===== src/rtl/ibp_pkg.sv =====
package ibp_pkg;
   // Decoded kind of a register write.
   typedef enum logic [1:0] {
      WR_NONE = 2'd0,
      WR_ARM  = 2'd1,
      WR_ADDR = 2'd2
   } wr_kind_e;
endpackage


===== src/rtl/ibp_regs.sv =====
module ibp_regs #(
   parameter int NUM_CMP = 4,
   parameter int ADDR_W  = 32,
   parameter int DATA_W  = 32,
   parameter int IDX_W   = 2
) (
   input  logic                          clk,
   input  logic                          rst_n,
   input  logic                          cfg_we,
   input  logic [IDX_W:0]                cfg_sel,
   input  logic [DATA_W-1:0]             cfg_wdata,
   output logic [NUM_CMP-1:0]            arm_q,
   output logic [NUM_CMP-1:0][ADDR_W-1:0] addr_q
);
   import ibp_pkg::*;

   wr_kind_e             kind;
   logic [IDX_W-1:0]     idx;

   assign idx = cfg_sel[IDX_W-1:0];

   always_comb begin
      if (!cfg_we)
         kind = WR_NONE;
      else if (cfg_sel[IDX_W])
         kind = WR_ADDR;
      else
         kind = WR_ARM;
   end

   // Arm register: bits at or above NUM_CMP are never stored.
   always_ff @(posedge clk or negedge rst_n) begin
      if (!rst_n)
         arm_q <= '0;
      else if (kind == WR_ARM)
         arm_q <= cfg_wdata[NUM_CMP-1:0];
   end

   for (genvar g = 0; g < NUM_CMP; g++) begin : g_addr
      always_ff @(posedge clk or negedge rst_n) begin
         if (!rst_n)
            addr_q[g] <= '0;
         else if (kind == WR_ADDR && idx == IDX_W'(g))
            addr_q[g] <= cfg_wdata[ADDR_W-1:0];
      end
   end
endmodule


===== src/rtl/ibp_match.sv =====
module ibp_match #(
   parameter int ADDR_W = 32
) (
   input  logic              armed,
   input  logic [ADDR_W-1:0] ref_addr,
   input  logic [ADDR_W-1:0] pc,
   input  logic              qual,
   output logic              hit
);
   assign hit = armed && qual && (ref_addr == pc);
endmodule


===== src/rtl/ibp_unit.sv =====
module ibp_unit #(
   parameter int NUM_CMP   = 4,
   parameter int ADDR_W    = 32,
   parameter int DATA_W    = 32,
   parameter int LVL_W     = 4,
   parameter int DEBUG_LVL = 6,
   parameter bit HIT_REG   = 1'b0,
   localparam int IDX_W    = (NUM_CMP > 1) ? $clog2(NUM_CMP) : 1,
   localparam int SEL_W    = IDX_W + 1
) (
   input  logic               clk,
   input  logic               rst_n,
   input  logic               cfg_we,
   input  logic [SEL_W-1:0]   cfg_sel,
   input  logic [DATA_W-1:0]  cfg_wdata,
   input  logic [ADDR_W-1:0]  fetch_pc,
   input  logic               fetch_valid,
   input  logic [LVL_W-1:0]   cur_level,
   output logic               bp_hit,
   output logic [NUM_CMP-1:0] bp_hit_vec,
   output logic [NUM_CMP-1:0] bp_armed
);
   localparam logic [LVL_W-1:0] DBG_LVL_V = LVL_W'(DEBUG_LVL);

   if (NUM_CMP < 1 || NUM_CMP > DATA_W) begin : g_bad_cnt
      $error("ibp_unit: NUM_CMP must be 1..DATA_W");
   end
   if (ADDR_W < 1 || ADDR_W > DATA_W) begin : g_bad_addr
      $error("ibp_unit: ADDR_W must be 1..DATA_W");
   end
   if (DEBUG_LVL < 0 || DEBUG_LVL >= (1 << LVL_W)) begin : g_bad_lvl
      $error("ibp_unit: DEBUG_LVL does not fit LVL_W");
   end

   logic [NUM_CMP-1:0]             arm_q;
   logic [NUM_CMP-1:0][ADDR_W-1:0] addr_q;
   logic [NUM_CMP-1:0]             raw_hit;
   logic                           lvl_ok;
   logic [NUM_CMP-1:0]             gated;

   ibp_regs #(
      .NUM_CMP(NUM_CMP), .ADDR_W(ADDR_W), .DATA_W(DATA_W), .IDX_W(IDX_W)
   ) u_regs (
      .clk(clk), .rst_n(rst_n), .cfg_we(cfg_we), .cfg_sel(cfg_sel),
      .cfg_wdata(cfg_wdata), .arm_q(arm_q), .addr_q(addr_q)
   );

   for (genvar g = 0; g < NUM_CMP; g++) begin : g_cmp
      ibp_match #(.ADDR_W(ADDR_W)) u_match (
         .armed(arm_q[g]), .ref_addr(addr_q[g]), .pc(fetch_pc),
         .qual(fetch_valid), .hit(raw_hit[g])
      );
   end

   assign lvl_ok = (cur_level < DBG_LVL_V);
   assign gated  = lvl_ok ? raw_hit : '0;

   if (HIT_REG) begin : g_out_reg
      logic [NUM_CMP-1:0] vec_q;
      always_ff @(posedge clk or negedge rst_n) begin
         if (!rst_n) vec_q <= '0;
         else        vec_q <= gated;
      end
      assign bp_hit_vec = vec_q;
   end else begin : g_out_comb
      assign bp_hit_vec = gated;
   end

   assign bp_hit   = |bp_hit_vec;
   assign bp_armed = arm_q;
endmodule


===== config.mk =====
export PLATFORM = sky130hd
export DESIGN_NAME = ibp_unit
export DESIGN_NICKNAME = d
export VERILOG_FILES = /design/src/rtl/ibp_pkg.sv /design/src/rtl/ibp_regs.sv /design/src/rtl/ibp_match.sv /design/src/rtl/ibp_unit.sv
export SDC_FILE = /design/constraint.sdc
export NUM_CORES = 1
export LEC_CHECK = 0
export BUFFER_PORTS_ARGS = -buffer_cell sky130_fd_sc_hd__buf_2
export CAP_MARGIN = 10
export CORE_MARGIN = 1.5
export CORE_UTILIZATION = 40
export CTS_BUF_LIST = sky130_fd_sc_hd__clkbuf_4 sky130_fd_sc_hd__clkbuf_8
export DETAILED_ROUTE_END_ITERATION = 8
export HOLD_SLACK_MARGIN = 0.08
export SETUP_SLACK_MARGIN = 0.2
export SLEW_MARGIN = 40
export SYNTH_ARGS = -nofsm -noshare
export SYNTH_HDL_FRONTEND = slang
export SYNTH_SLANG_ARGS = --single-unit

===== constraint.sdc =====
create_clock -name clk -period 1.7 [get_ports clk]
set_input_delay 0.085 -clock clk [delete_from_list [all_inputs] [get_ports clk]]
set_output_delay 0.085 -clock clk [all_outputs]
set_load 0.02 [all_outputs]

==> run summary <==
The worst setup path is launched from a register. Of the cells placed in the final design, the portion with a size suffix greater than 1 is 48.6%. STA puts the critical path data arrival time at 2.16 ns.

The number of antenna violations at the first check in global routing is 0. The total count of hold-check failures in the final report came out at 0. The flow ran to the end, but the final reports show violations.

The top cell type by total area after synthesis was dfrtp_1. For the worst relative slew slack, the log shows 70.9%. The number of nets in the synthesized netlist is 557. The number of clock buffers inserted by TritonCTS is 17, and the maximum ir drop on the vdd rail is 452 µV. The number of H-tree branching levels was 4. The startpoint identified for the worst register-to-register timing path is u_regs.addr_q[23]. A synthesized cell averages 13.3 µm². The library cell used as clock root buffer is clkbuf_8. In this run, the number of DRC markers left after iteration 0 of detailed routing was 205. Post-route clock skew: 0 ns. Core area: 0.0158 mm².

Dividing the detail-routed via count by the number of cells gives 5.03. The die width was 130 µm; the maximum clock insertion buffer count was 2. Summing every instance area after synthesis gives 0.00643 mm².

The static leakage power is 3.45 nW. Residual DRC count: 0. The logs give 4438 for the via count of the first global-routing pass and 0.0168 mm² for the die footprint. The number of detailed-routing iterations run before antenna repair was 4; the total routed wirelength was 17100 µm.

The die extent in y is 130 µm, and the remaining global-route overflow is 0. On the final layout, the worst hold slack is 0.130 ns. The signal on the critical path passes through xor2_2 -> nor4_2 -> and3_1 -> and4_4 -> or4_4 -> buf_6. TritonCTS built the clock tree.

At the end of routability-driven placement, the weighted congestion stood at 0.933. The count of unique library cells instantiated by Yosys is 20, and the required arrival time at the worst endpoint is 1.62 ns. The number of cells produced by synthesis is 482.

For the top achievable clock speed, the log shows 446 MHz. Clock net sink count: 132. The logs give 21.8% for the total routing resource utilization after global routing and 4191 for the total number of vias. The quantity of I/O buffers inserted on ports was 82; the time the final worst path needs with I/O delays and setup was 2.24 ns. The initial utilization of the core area, before any placement, comes to 40.8%.

Entering global routing, the biggest net connects 46 pins. The checks that failed: negative setup slack. The Yosys step of the flow raised 0 warnings. The worst setup path is of the register to primary output kind. For the max-slew violation count, the log shows 0.

In the layout the commonest cells are mux2_2 (132), dfrtp_1 (132), xnor2_1 (97), buf_2 (76), dlygate4sd3_1 (33). The final setup violation count is 5, and the max capacitance violation total is 0. The average wire per standard cell works out to 20.5 µm. 0 antenna diodes ended up in the layout.

The run gives -0.542 ns as the worst setup slack after layout. Worst hold-check path type: input port to async pin. The power density of the placed cells is 1140 mW/mm². For this run, the register share of the synthesized area comes to 51.4%. For this run, the slowest stage of the critical path takes 0.53 ns.

For flop-to-flop paths, the worst setup slack is 0.89 ns. The highest net fanout along the worst path is 2. The tools report the type of destination of the critical path as a primary output.

The design draws 9.34 mW. The clock-pin transition on the worst setup and hold timing paths is 0.07 ns. The first global-routing pass estimated 26200 µm of wire. The number of cell instances on the worst register-to-register path came out at 1.

The synthesized design devotes to its leading area cell type 51.4% of total area. In this run the critical register-to-register path is captured at u_regs.addr_q[23]. Setup repair after global routing could not meet its margin everywhere.

The later pin in the worst-skew pair is clocked with a latency of 0.44 ns. The critical-path cell with the highest stage delay is or4_4. Once detail routing completed, the nets flagged for antenna violations numbered 0. Relative to the synthesized area, the layout overhead comes to 27.5%. The flip-flop and latch count after synthesis came out at 132. Layout net count: 680. Part of the cycle the worst path needs: 132%. For the number of top-level pins, the log shows 84.

The tools report the row count as 46. In the post-synthesis netlist, the biggest area contributors are dfrtp_1 (51%), mux2_2 (23%), xnor2_1 (15%). For the pin with the worst max-slew slack, the measured transition is 0.437 ns. HPWL reported at the end of detailed placement: 12600 µm.
cells in the mapped netlist:
cell type,n
nor2b_1,2
buf_2,3
buf_1,3
mux2_2,132
and4_4,1
nor4_1,8
clkbuf_2,12
nor2_1,1
buf_4,4
xor2_1,16
and4_1,3
clkbuf_1,10
or4_4,1
and3_1,4
dfrtp_1,132
nand4b_1,1
nand4_1,29
nor3_1,5
xnor2_1,112
nand2_1,3
sequential cells by signal, summed over array words and instances (netlist names):
| name | cells |
|---|---|
| u_regs.addr_q | 128 |
| u_regs.arm_q | 4 |
stage by stage:
| stage | cells | setup WS (ns) | setup TNS [ns] | instance area [µm²] | util, % |
|---|---|---|---|---|---|
| after floorplan | 482 | 0.146 | 0 | 6440 | - |
| after global placement | 767 | -0.161 | -0.376 | 7190 | 45.6 |
| after detailed placement | 767 | -0.182 | -0.447 | 7190 | 45.6 |
| after CTS | 832 | -0.579 | -2.40 | 8100 | 51.3 |
| after global routing | 833 | -0.612 | -2.83 | 8200 | 52.0 |
| final | 833 | -0.542 | -2.27 | 8200 | 52.0 |
what timing repair did:
item,4_1_cts,5_1_grt
hold endpoints to repair,264,0
setup buffers,1,1
pin swaps,13,15
hold buffers,33,0
gates resized for setup,30,15
endpoints found under the setup margin,5,5
final cells by class:
cell class | instances | area (µm²)
clock buffers | 21 | 277
clock inverters | 10 | 131
multi-input cells | 318 | 3200
repair buffers | 136 | 1030
well taps | 216 | 270
fillers | 1413 | 7570
flip-flops and latches | 132 | 3300
power breakdown:
part	leakage (nW)	internal (mW)	switching (mW)	total, mW
clock network	0.212	1.54	1.19	2.73
logic	1.66	1.29	0.979	2.27
registers	1.58	3.83	0.505	4.34
how the worst max path moves through the flow:
stage / from / end / cells past startpoint
after CTS: u_regs.addr_q[16] / bp_hit / 6
after floorplan: u_regs.addr_q[122] / bp_hit / 5
after global placement: u_regs.addr_q[122] / bp_hit / 6
after detailed placement: u_regs.addr_q[40] / bp_hit / 6
after global routing: u_regs.addr_q[40] / bp_hit / 6
final: u_regs.addr_q[16] / bp_hit / 6
layer usage:
metal	GRT usage, %	vias up	routed length [µm]
met5	0	-	0
met3	4.39	43	835
met2	33.6	109	7990
li1	-	1915	-
met1	29.6	2124	7590
met4	10.2	0	665
cells by family after synthesis:
kind of cell	Yosys count	share of synthesized area, %
xor+xnor	128	17.4
flops	132	51.4
mux	132	23.1
buf+inv	32	2.39
simple gates	58	5.70
worst max-delay path: cells and delay by family, from the launching register on:
family	cells	cell delay (ns)
xor+xnor	1	0.21
simple gates	4	0.95
buf+inv	1	0.15
flops	1	0.40
Note: power is estimated with default switching activity, not from simulation.
